[src/rtl/adc_scan_pkg.sv]
package adc_scan_pkg;

   typedef enum logic [1:0] {
      SCAN_IDLE  = 2'd0,
      SCAN_ISSUE = 2'd1,
      SCAN_WAIT  = 2'd2
   } scan_state_t;

   // control word bit positions (software-visible)
   localparam int unsigned CB_START  = 0;
   localparam int unsigned CB_CONT   = 1;
   localparam int unsigned CB_SIEN   = 2;
   localparam int unsigned CB_SFLAG  = 3;
   localparam int unsigned CB_CMODE  = 4;
   localparam int unsigned CB_CIEN   = 5;
   localparam int unsigned CB_CFLAG  = 6;
   localparam int unsigned CB_BUSY   = 7;

   // word offsets (byte address >> 2)
   localparam int unsigned W_CTRL  = 0;
   localparam int unsigned W_EN    = 1;
   localparam int unsigned W_CMSK  = 2;
   localparam int unsigned W_LOWER = 3;
   localparam int unsigned W_UPPER = 4;
   localparam int unsigned W_RES0  = 8;

endpackage

[src/rtl/adc_chan_picker.sv]
module adc_chan_picker #(
   parameter int NCH = 6,
   parameter int CW  = 3,
   parameter int IW  = 4
) (
   input  logic [NCH-1:0] en_mask,
   input  logic [IW-1:0]  from_idx,
   output logic           found,
   output logic [CW-1:0]  chan
);

   // lowest enabled index that is not below from_idx
   always_comb begin
      found = 1'b0;
      chan  = '0;
      for (int i = NCH - 1; i >= 0; i--) begin
         if (en_mask[i] && (IW'(i) >= from_idx)) begin
            found = 1'b1;
            chan  = CW'(i);
         end
      end
   end

endmodule

[src/rtl/adc_window_cmp.sv]
module adc_window_cmp #(
   parameter int DW = 10
) (
   input  logic [DW-1:0] sample,
   input  logic [DW-1:0] lower,
   input  logic [DW-1:0] upper,
   output logic          outside
);

   assign outside = (sample > upper) || (sample < lower);

endmodule

[src/rtl/adc_result_bank.sv]
module adc_result_bank #(
   parameter int NCH = 6,
   parameter int DW  = 10,
   parameter int CW  = 3
) (
   input  logic          clk,
   input  logic          rst_n,
   input  logic          we,
   input  logic [CW-1:0] wr_chan,
   input  logic [DW-1:0] wr_data,
   input  logic [CW-1:0] rd_chan,
   output logic [DW-1:0] rd_data
);

   logic [DW-1:0] slot [NCH];

   for (genvar g = 0; g < NCH; g++) begin : g_slot
      always_ff @(posedge clk or negedge rst_n) begin
         if (!rst_n)                             slot[g] <= '0;
         else if (we && (wr_chan == CW'(g)))     slot[g] <= wr_data;
      end
   end

   assign rd_data = (int'(rd_chan) < NCH) ? slot[rd_chan] : '0;

   // a stored sample is visible in its slot on the next cycle
   a_r4_sample_stored: assert property (@(posedge clk) disable iff (!rst_n)
      we |=> slot[$past(wr_chan)] == $past(wr_data));

endmodule

[src/rtl/adc_scan_ctrl.sv]
module adc_scan_ctrl
   import adc_scan_pkg::*;
#(
   parameter int NCH = 6,
   parameter int DW  = 10,
   parameter int AW  = 8,
   parameter int CW  = $clog2(NCH)
) (
   input  logic          clk,
   input  logic          rst_n,
   input  logic [AW-1:0] reg_addr,
   input  logic          reg_wr,
   input  logic [31:0]   reg_wdata,
   output logic [31:0]   reg_rdata,
   output logic          conv_start,
   output logic [CW-1:0] conv_chan,
   input  logic          conv_done,
   input  logic [DW-1:0] conv_data,
   output logic          irq
);

   localparam int IW = CW + 1;
   localparam int WW = AW - 2;

   if (NCH < 2 || NCH > 16) begin : g_bad_nch
      $error("adc_scan_ctrl: NCH out of range");
   end
   if (DW < 1 || DW > 31) begin : g_bad_dw
      $error("adc_scan_ctrl: DW out of range");
   end
   if (CW != $clog2(NCH)) begin : g_bad_cw
      $error("adc_scan_ctrl: CW must equal clog2(NCH)");
   end
   if ((1 << WW) < W_RES0 + NCH) begin : g_bad_aw
      $error("adc_scan_ctrl: AW too small for register map");
   end

   scan_state_t    state;
   logic           run, cont, sien, sflag, cmode, cien, cflag;
   logic [NCH-1:0] en_mask, cmp_mask;
   logic [DW-1:0]  lower_b, upper_b;
   logic [IW-1:0]  next_idx;
   logic [CW-1:0]  cur_ch;
   logic           start_q;

   logic [WW-1:0]  word;
   logic           wr_ctrl, busy;
   logic           pick_found;
   logic [CW-1:0]  pick_ch;
   logic           outside;
   logic           store;
   logic           pass_end;
   logic [CW-1:0]  res_sel;
   logic [DW-1:0]  res_q;

   assign word    = reg_addr[AW-1:2];
   assign wr_ctrl = reg_wr && (word == WW'(W_CTRL));
   assign busy    = (state != SCAN_IDLE);
   assign store   = (state == SCAN_WAIT) && conv_done;
   assign pass_end = (state == SCAN_ISSUE) && run && !pick_found;

   adc_chan_picker #(.NCH(NCH), .CW(CW), .IW(IW)) i_picker (
      .en_mask  (en_mask),
      .from_idx (next_idx),
      .found    (pick_found),
      .chan     (pick_ch)
   );

   adc_window_cmp #(.DW(DW)) i_window (
      .sample  (conv_data),
      .lower   (lower_b),
      .upper   (upper_b),
      .outside (outside)
   );

   assign res_sel = CW'(word - WW'(W_RES0));

   adc_result_bank #(.NCH(NCH), .DW(DW), .CW(CW)) i_bank (
      .clk     (clk),
      .rst_n   (rst_n),
      .we      (store),
      .wr_chan (cur_ch),
      .wr_data (conv_data),
      .rd_chan (res_sel),
      .rd_data (res_q)
   );

   // configuration registers
   always_ff @(posedge clk or negedge rst_n) begin
      if (!rst_n) begin
         cont     <= 1'b0;
         sien     <= 1'b0;
         cmode    <= 1'b0;
         cien     <= 1'b0;
         en_mask  <= '1;
         cmp_mask <= '0;
         lower_b  <= '0;
         upper_b  <= '0;
      end else if (reg_wr) begin
         case (int'(word))
            W_CTRL: begin
               cont  <= reg_wdata[CB_CONT];
               sien  <= reg_wdata[CB_SIEN];
               cmode <= reg_wdata[CB_CMODE];
               cien  <= reg_wdata[CB_CIEN];
            end
            W_EN:    en_mask  <= reg_wdata[NCH-1:0];
            W_CMSK:  cmp_mask <= reg_wdata[NCH-1:0];
            W_LOWER: lower_b  <= reg_wdata[DW-1:0];
            W_UPPER: upper_b  <= reg_wdata[DW-1:0];
            default: ;
         endcase
      end
   end

   // sticky flags: hardware set wins over a same-cycle clear
   always_ff @(posedge clk or negedge rst_n) begin
      if (!rst_n) begin
         sflag <= 1'b0;
         cflag <= 1'b0;
      end else begin
         if (pass_end)                                  sflag <= 1'b1;
         else if (wr_ctrl && reg_wdata[CB_SFLAG])       sflag <= 1'b0;
         if (store && cmode && cmp_mask[cur_ch] && outside) cflag <= 1'b1;
         else if (wr_ctrl && reg_wdata[CB_CFLAG])       cflag <= 1'b0;
      end
   end

   // sequencer
   always_ff @(posedge clk or negedge rst_n) begin
      if (!rst_n) begin
         state    <= SCAN_IDLE;
         run      <= 1'b0;
         next_idx <= '0;
         cur_ch   <= '0;
         start_q  <= 1'b0;
      end else begin
         start_q <= 1'b0;
         if (wr_ctrl) run <= reg_wdata[CB_START];
         case (state)
            SCAN_IDLE: begin
               if (wr_ctrl && reg_wdata[CB_START]) begin
                  next_idx <= '0;
                  state    <= SCAN_ISSUE;
               end
            end
            SCAN_ISSUE: begin
               if (!run) begin
                  state <= SCAN_IDLE;
               end else if (pick_found) begin
                  cur_ch  <= pick_ch;
                  start_q <= 1'b1;
                  state   <= SCAN_WAIT;
               end else if (cont) begin
                  next_idx <= '0;
               end else begin
                  state <= SCAN_IDLE;
                  if (!wr_ctrl) run <= 1'b0;
               end
            end
            SCAN_WAIT: begin
               if (conv_done) begin
                  next_idx <= IW'(cur_ch) + IW'(1);
                  state    <= run ? SCAN_ISSUE : SCAN_IDLE;
               end
            end
            default: state <= SCAN_IDLE;
         endcase
      end
   end

   assign conv_start = start_q;
   assign conv_chan  = cur_ch;
   assign irq        = (sflag && sien) || (cflag && cien);

   // register read mux
   always_comb begin
      reg_rdata = '0;
      case (int'(word))
         W_CTRL: begin
            reg_rdata[CB_START] = run;
            reg_rdata[CB_CONT]  = cont;
            reg_rdata[CB_SIEN]  = sien;
            reg_rdata[CB_SFLAG] = sflag;
            reg_rdata[CB_CMODE] = cmode;
            reg_rdata[CB_CIEN]  = cien;
            reg_rdata[CB_CFLAG] = cflag;
            reg_rdata[CB_BUSY]  = busy;
         end
         W_EN:    reg_rdata[NCH-1:0] = en_mask;
         W_CMSK:  reg_rdata[NCH-1:0] = cmp_mask;
         W_LOWER: reg_rdata[DW-1:0]  = lower_b;
         W_UPPER: reg_rdata[DW-1:0]  = upper_b;
         default: begin
            if (int'(word) >= W_RES0 && int'(word) < W_RES0 + NCH)
               reg_rdata[DW-1:0] = res_q;
         end
      endcase
   end

   // an idle start write makes the block busy next cycle
   a_r2_busy_on_start: assert property (@(posedge clk) disable iff (!rst_n)
      (wr_ctrl && reg_wdata[CB_START] && !busy) |=> busy);

   // a request is a single-cycle pulse
   a_r3_start_pulse: assert property (@(posedge clk) disable iff (!rst_n)
      conv_start |=> !conv_start);

   // flags hold unless software clears them
   a_r8_sflag_sticky: assert property (@(posedge clk) disable iff (!rst_n)
      (sflag && !(wr_ctrl && reg_wdata[CB_SFLAG])) |=> sflag);
   a_r8_cflag_sticky: assert property (@(posedge clk) disable iff (!rst_n)
      (cflag && !(wr_ctrl && reg_wdata[CB_CFLAG])) |=> cflag);

   // the compare flag only rises when compare mode was on
   a_r9_cflag_needs_mode: assert property (@(posedge clk) disable iff (!rst_n)
      $rose(cflag) |-> $past(cmode));

   // busy never falls while start remains set by hardware
   a_r6_release_clears_start: assert property (@(posedge clk) disable iff (!rst_n)
      ($fell(busy) && !$past(wr_ctrl)) |-> !run);

endmodule

[config.mk]
export PLATFORM = sky130hd
export DESIGN_NAME = adc_scan_ctrl
export DESIGN_NICKNAME = d
export VERILOG_FILES = /design/src/rtl/adc_scan_pkg.sv /design/src/rtl/adc_chan_picker.sv /design/src/rtl/adc_window_cmp.sv /design/src/rtl/adc_result_bank.sv /design/src/rtl/adc_scan_ctrl.sv
export SDC_FILE = /design/constraint.sdc
export NUM_CORES = 1
export LEC_CHECK = 0
export BUFFER_PORTS_ARGS = -buffer_cell sky130_fd_sc_hd__buf_2
export CORE_ASPECT_RATIO = 1.5
export CORE_MARGIN = 2
export CORE_UTILIZATION = 52
export DETAILED_ROUTE_END_ITERATION = 6
export GPL_TIMING_DRIVEN = 0
export PLACE_DENSITY = 0.87
export SLEW_MARGIN = 25
export SYNTH_ARGS = -nofsm -noshare
export SYNTH_HDL_FRONTEND = slang
export SYNTH_HIERARCHICAL = 1
export SYNTH_SLANG_ARGS = --single-unit
[constraint.sdc]
create_clock -name clk -period 2.15 [get_ports clk]
set_clock_uncertainty 0.1 [all_clocks]
set_input_delay 0.3225 -clock clk [delete_from_list [all_inputs] [get_ports clk]]
set_output_delay 0.3225 -clock clk [all_outputs]
set_load 0.1 [all_outputs]
* After elaboration in Yosys (flattened, before gate mapping)
Index checks and enable logic that the tools add are counted.
Cells by class: add/subtract/negate cells 2, order comparisons 13, equality and inequality tests 17, mux-type cells 48, bitwise logic cells 1, reductions and logical operators 45
Operator list (count):
- two-way mux 10 bit | 4
- binary-select mux 10 bit (select 3 bit) | 1
- case mux 6 bit (5 select lines) | 1
- logical AND 1 bit | 25
- two-way mux 1 bit | 21
- two-way mux 4 bit | 5
- two-way mux 3 bit | 6
- == test 6 x 2 -> 1 bit, second input constant | 2
- case mux 2 bit (3 select lines) | 2
- case mux 4 bit (3 select lines) | 1
- greater-than comparator 10 bit | 1
- < comparator 10 bit | 1
- two-way mux 2 bit | 5
- != test 2 bit, second input constant | 5
- AND reduction 2 bit | 5
- greater-or-equal comparator 1 x 4 -> 1 bit, first input constant | 2
- greater-or-equal comparator 2 x 4 -> 1 bit, first input constant | 2
- greater-or-equal comparator 3 x 4 -> 1 bit, first input constant | 2
- case mux 2 bit (4 select lines) | 1
- == test 3 x 2 -> 1 bit, second input constant | 2
- == test 3 bit, second input constant | 2
- == test 6 x 1 -> 1 bit, second input constant | 1
- == test 6 x 3 -> 1 bit, second input constant | 1
- greater-or-equal comparator 6 x 4 -> 1 bit, second input constant | 1
- other kinds (23) | 27
Storage, ports and cells: register bits 109, bits of input ports 54, output and inout bits 37, logic and storage cells 147

* Longest topological paths before layout
word-level depth 11, depth in mapped cells 8, gate-level depth less buffers 8

* Hierarchy
The synthesis kept the hierarchy.
By module, submodules not included:
- adc_result_bank | instances 1, cells an instance 191, area each 2782.7 um^2, seq. area each 1501.4 um^2
- adc_scan_ctrl | instances 1, cells an instance 211, area each 2513.7 um^2, seq. area each 1233.7 um^2
- adc_window_cmp | instances 1, cells an instance 67, area each 508.0 um^2, seq. area each 0.0 um^2
- adc_chan_picker | instances 1, cells an instance 22, area each 165.2 um^2, seq. area each 0.0 um^2

* Least setup slack after synthesis
No wires, ideal clock.
kind input to output, start in reg_addr[7], end out reg_rdata[7], arrival 2.167 ns, data required time 1.727 ns, slack -0.440 ns, stages 4, buffers on the path 0, cells stage by stage or4_4 > nor3_2 > o21ai_0 > nand4_1
On the way: word-level cells in the longest chain between the ends 4, elaborated cells on any way between the ends 11, classes of those cells order compare (2); eq/ne (4); mux (2); reduce/logical (3)
RTL lines:
- from (decl) | line adc_scan_ctrl.sv:11 | input logic [AW-1:0] reg_addr,
- greater-or-equal comparator 6 x 4 -> 1 bit or < comparator 6 x 4 -> 1 bit (tied branches) | line adc_scan_ctrl.sv:195 | if (int'(word) >= W_RES0 && int'(word) < W_RES0 + NCH)
- logical AND 1 bit | line adc_scan_ctrl.sv:195
- two-way mux 10 bit | line adc_scan_ctrl.sv:195
- case mux 2 bit (4 select lines) * | line adc_scan_ctrl.sv:179 | case (int'(word))
- to (decl) | line adc_scan_ctrl.sv:14 | output logic [31:0] reg_rdata,
Mark *: on every way between the ends. The rest lies on a longest branch, timed or not.

* Final worst setup path
start in reg_addr[7], end out reg_rdata[3]
On the way: word-level cells in the longest chain between the ends 4, elaborated cells on any way between the ends 10, classes of those cells order compare (2); eq/ne (4); mux (2); reduce/logical (2)
RTL lines (line):
- greater-or-equal comparator 6 x 4 -> 1 bit or < comparator 6 x 4 -> 1 bit (tied branches) | adc_scan_ctrl.sv:195
- logical AND 1 bit | adc_scan_ctrl.sv:195
- two-way mux 10 bit | adc_scan_ctrl.sv:195
- case mux 6 bit (5 select lines) * | adc_scan_ctrl.sv:179
Marked as above.

==> results.py <==
metrics = {
    "synthesis": {
        "ys_ff_latch": 109,
        "synth_commonest_cells": "103 x dfrtp_1, 89 x mux2_2, 33 x mux2i_1",
        "syn-mean-instance-area_um2": 12.16,
        "synth-async-reset-ratio": 1.000,
        "post_synth_xor_area_fraction": 0.001467,
        "most_common_cell_in_the_netlist": "dfrtp_1",
        "post-synth-top-area-fraction": 0.4318,
        "synthDistinctLibCells": 63,
        "synth-edff-count": 0,
        "yosys.area_share.adder": 0.04192,
        "synth-simple-area-share": 0.09243,
        "yosys_most_used_dff": "dfrtp_1",
        "synthMuxAreaShare": 0.2408,
        "synth_top_cell_by_area": "dfrtp_1",
        "synthCells": 491,
        "synth-compound-area-share": 0.1067,
        "syn_area_um2": 5969,
        "synth_top_family_by_area": "multiplexers",
        "seq_area_frac_synth": 0.4582,
        "synth.top_cells.by_area": "dfrtp_1 43%, mux2_2 17%, mux2i_1 5.5%",
        "synth_warnings": 6,
    },
    "sta": {
        "finalCriticalPeriod_ns": 2.328,
        "worstMarginPinSlew_ns": 0.6712,
        "post-route-period-util": 1.083,
        "rsz0062_at_grt": "true",
        "report.final.slew_viol_count": 0,
        "total_of_endpoints_with_negative_setup_slack_in_the_final_report": 15,
        "final.setup.worst_slack_ns": -0.1784,
        "holdWs_ns": 0.1070,
        "achievable-frequency_mhz": 429.5,
        "max-slew-margin-rel": 0.5526,
        "final-hold-violation-count": 0,
    },
    "cts": {
        "h_tree_depth": 3,
        "cts-root-buf": "clkbuf_16",
        "clk_pin_slew_ns": 0.07,
        "number_of_clock_sinks_seen_by_cts": 109,
        "max-clock-path-buffers": 2,
        "cts_tree": "done",
        "cts_bufs_inserted": 9,
        "worst_skew_pair.late_latency_ns": 0.35,
    },
    "grt": {
        "grt_use_met3": 0.04396,
        "grt_pass1_vias": 4972,
        "initial_antenna_violation_count": 0,
        "globalRoute.totalOverflow": 0,
        "grt_first_pass_wirelength_um": 25350,
        "gr-usage-met1": 0.2804,
        "grtUsageTotal": 0.2656,
        "largest_net_degree_at_the_start_of_global_routing": 66,
        "global_route.usage.met2": 0.4804,
        "globalRoute.busiestLayer": "met2",
    },
    "floorplan": {
        "design.die.area_um2": 12370,
        "die_y_um": 135.2,
        "floorplan.initialDensity": 0.5371,
        "die_width_um": 91.48,
        "floorplan.rows": 47,
        "design.core.area_um2": 11110,
        "design.portCount": 91,
    },
    "routing": {
        "drt_drc_violations_left": 0,
        "drt-initial-drc-count": 384,
        "post_drt_wl_per_cell_um": 22.60,
        "first_pass_iters": 5,
        "dr_total_vias": 4615,
        "viasPerCell": 6.228,
        "finalWirelength_um": 16750,
        "post_route_antenna_net_violation_count": 0,
    },
    "final_layout": {
        "area_growth_syn_to_layout_pct": 25.78,
        "final-instance-count-excl-fill": 741,
        "post_route_cells_drive_above_1_share": 0.4697,
        "antenna_cells_inserted": 0,
        "num-nets-final": 663,
    },
    "power": {
        "power.total_uw": 5687,
        "pwr-share-clk": 0.332,
        "pwr-share-comb": 0.229,
        "cellInternalPower_uw": 3944,
        "p_leak_uw": 0.003623,
        "worst_vdd_rail_ir_drop_mv": 0.6136,
        "p_sw_uw": 1743,
        "power_per_cell_area_nw_per_um2": 757.4,
        "seq_power_share": 0.439,
        "sw_frac_of_total": 0.3065,
    },
    "place": {
        "post-dp-hpwl_um": 10500,
        "number_of_cells_after_detailed_placement": 703,
        "buffers_added_on_ports": 43,
        "gp_routability_congestion": 0.9311,
    },
    "critical_path": {
        "cpMostUsedCell": "buf_6",
        "worst-path-buf-inv": 4,
        "class_of_the_most_critical_setup_path": "in -> out",
        "worstPathCellList": "buf_8 -> or4_4 -> nor3_4 -> buf_6 -> buf_6 -> a22oi_2 -> nand3_4 -> buf_12",
        "critical_path.endpoint_type": "primary output",
        "crit_path_max_incr_delay_ns": 0.60,
        "critPathSlowestCell": "or4_4",
        "crit_family": "simple AND/OR/NAND/NOR gates",
        "critical_path_peak_fanout": 5,
        "worstPathRequired_ns": 1.73,
        "crit_arrival_ns": 1.91,
        "cp-start-kind": "primary input",
    },
    "status": {
        "failing_checks": "negative setup slack",
        "run_status": "finished with violations",
    },
    "min_path": {
        "hold_path.class": "in -> reg",
    },
    "job": {
        "maxCapViolCount": 0,
    },
}
-- power groups by stage --
| stage | clock (uW) | sequential [uW] | combinational [uW] |
|---|---|---|---|
| finish | 1890 | 2500 | 1300 |
| global route | 1980 | 2510 | 1380 |
| CTS | 1900 | 2470 | 1220 |
| detailed placement | 0 | 2500 | 1120 |
| global placement | 0 | 2480 | 1070 |
| floorplan | 0 | 2500 | 790 |
-- metal layers --
| layer | vias up | share of wire |
|---|---|---|
| met4 | 0 | 0.058 |
| li1 | 1971 | - |
| met5 | - | 0 |
| met2 | 234 | 0.54 |
| met1 | 2331 | 0.36 |
| met3 | 79 | 0.051 |
-- cells in the final DEF, fill, tap and decap left out, types with 10 or more instances in the layout --
master / instances
dfrtp_1: 100
conb_1: 22
buf_2: 29
mux2_2: 89
o21ai_0: 12
buf_4: 43
ha_1: 19
buf_12: 12
mux2i_1: 28
a22oi_2: 15
nor2_1: 10
o32a_1: 10
nand2_1: 20
inv_1: 23
-- kinds of logic after synthesis --
logic type	count (synthesis)
mux	129
fa+ha+maj	20
xor+xnor	1
other cells	1
buf+inv	63
simple gates	83
compound gates	85
flops	109
-- timing repair --
item	CTS	global route
buffers inserted	17	6
cloned	0	1
hold buffers	1	0
resized for setup	85	34
hold endpoints to repair	38	0
setup endpoints to repair	76	25
pin swaps	16	19
-- final timing paths --
check                                start               to  slack, ns  depth (start not counted)
setup / recovery               reg_addr[7]     reg_rdata[3]      -0.18                          8
hold / removal                   conv_done         state[1]       0.11                          2
setup reg to reg                en_mask[5]      next_idx[3]      -0.03                          7
hold reg to reg            i_bank/slot[54]  i_bank/slot[54]       0.41                          1
max in group asynchronous            rst_n  i_bank/slot[49]       0.92                          3
min in group asynchronous            rst_n      next_idx[2]       0.37                          2
-- registers in the layout, indices dropped and copies added (netlist names), 2 cells and up --
| name | count |
|---|---|
| lower_b | 10 |
| en_mask | 6 |
| cmp_mask | 6 |
| conv_chan | 3 |
| i_bank/slot | 60 |
| state | 2 |
| upper_b | 10 |
| next_idx | 4 |
-- per-stage QoR --
step                  util  setup TNS (ns)  cell area (um2)  setup WS, ns
detailed placement  0.5909          -20.31             6568       -0.6682
floorplan                -         -0.2752             6135       -0.2752
global placement    0.5879          -60.81             6534       -0.6402
finish              0.6756          -1.019             7508       -0.1784
global route        0.6756          -1.478             7508       -0.2092
CTS                 0.6637         -0.7876             7377       -0.1678
-- cell type report --
cell class / instances / area [um2]
fillers: 707 / 3606
repair buffers: 68 / 646.9
flip-flops and latches: 109 / 2739
clock buffers: 12 / 246.5
inverters: 26 / 97.59
clock inverters: 4 / 95.09
plain buffers: 35 / 286.5
multi-input cells: 340 / 3213
well taps: 147 / 183.9
Note: power is estimated with default switching activity, not from simulation.
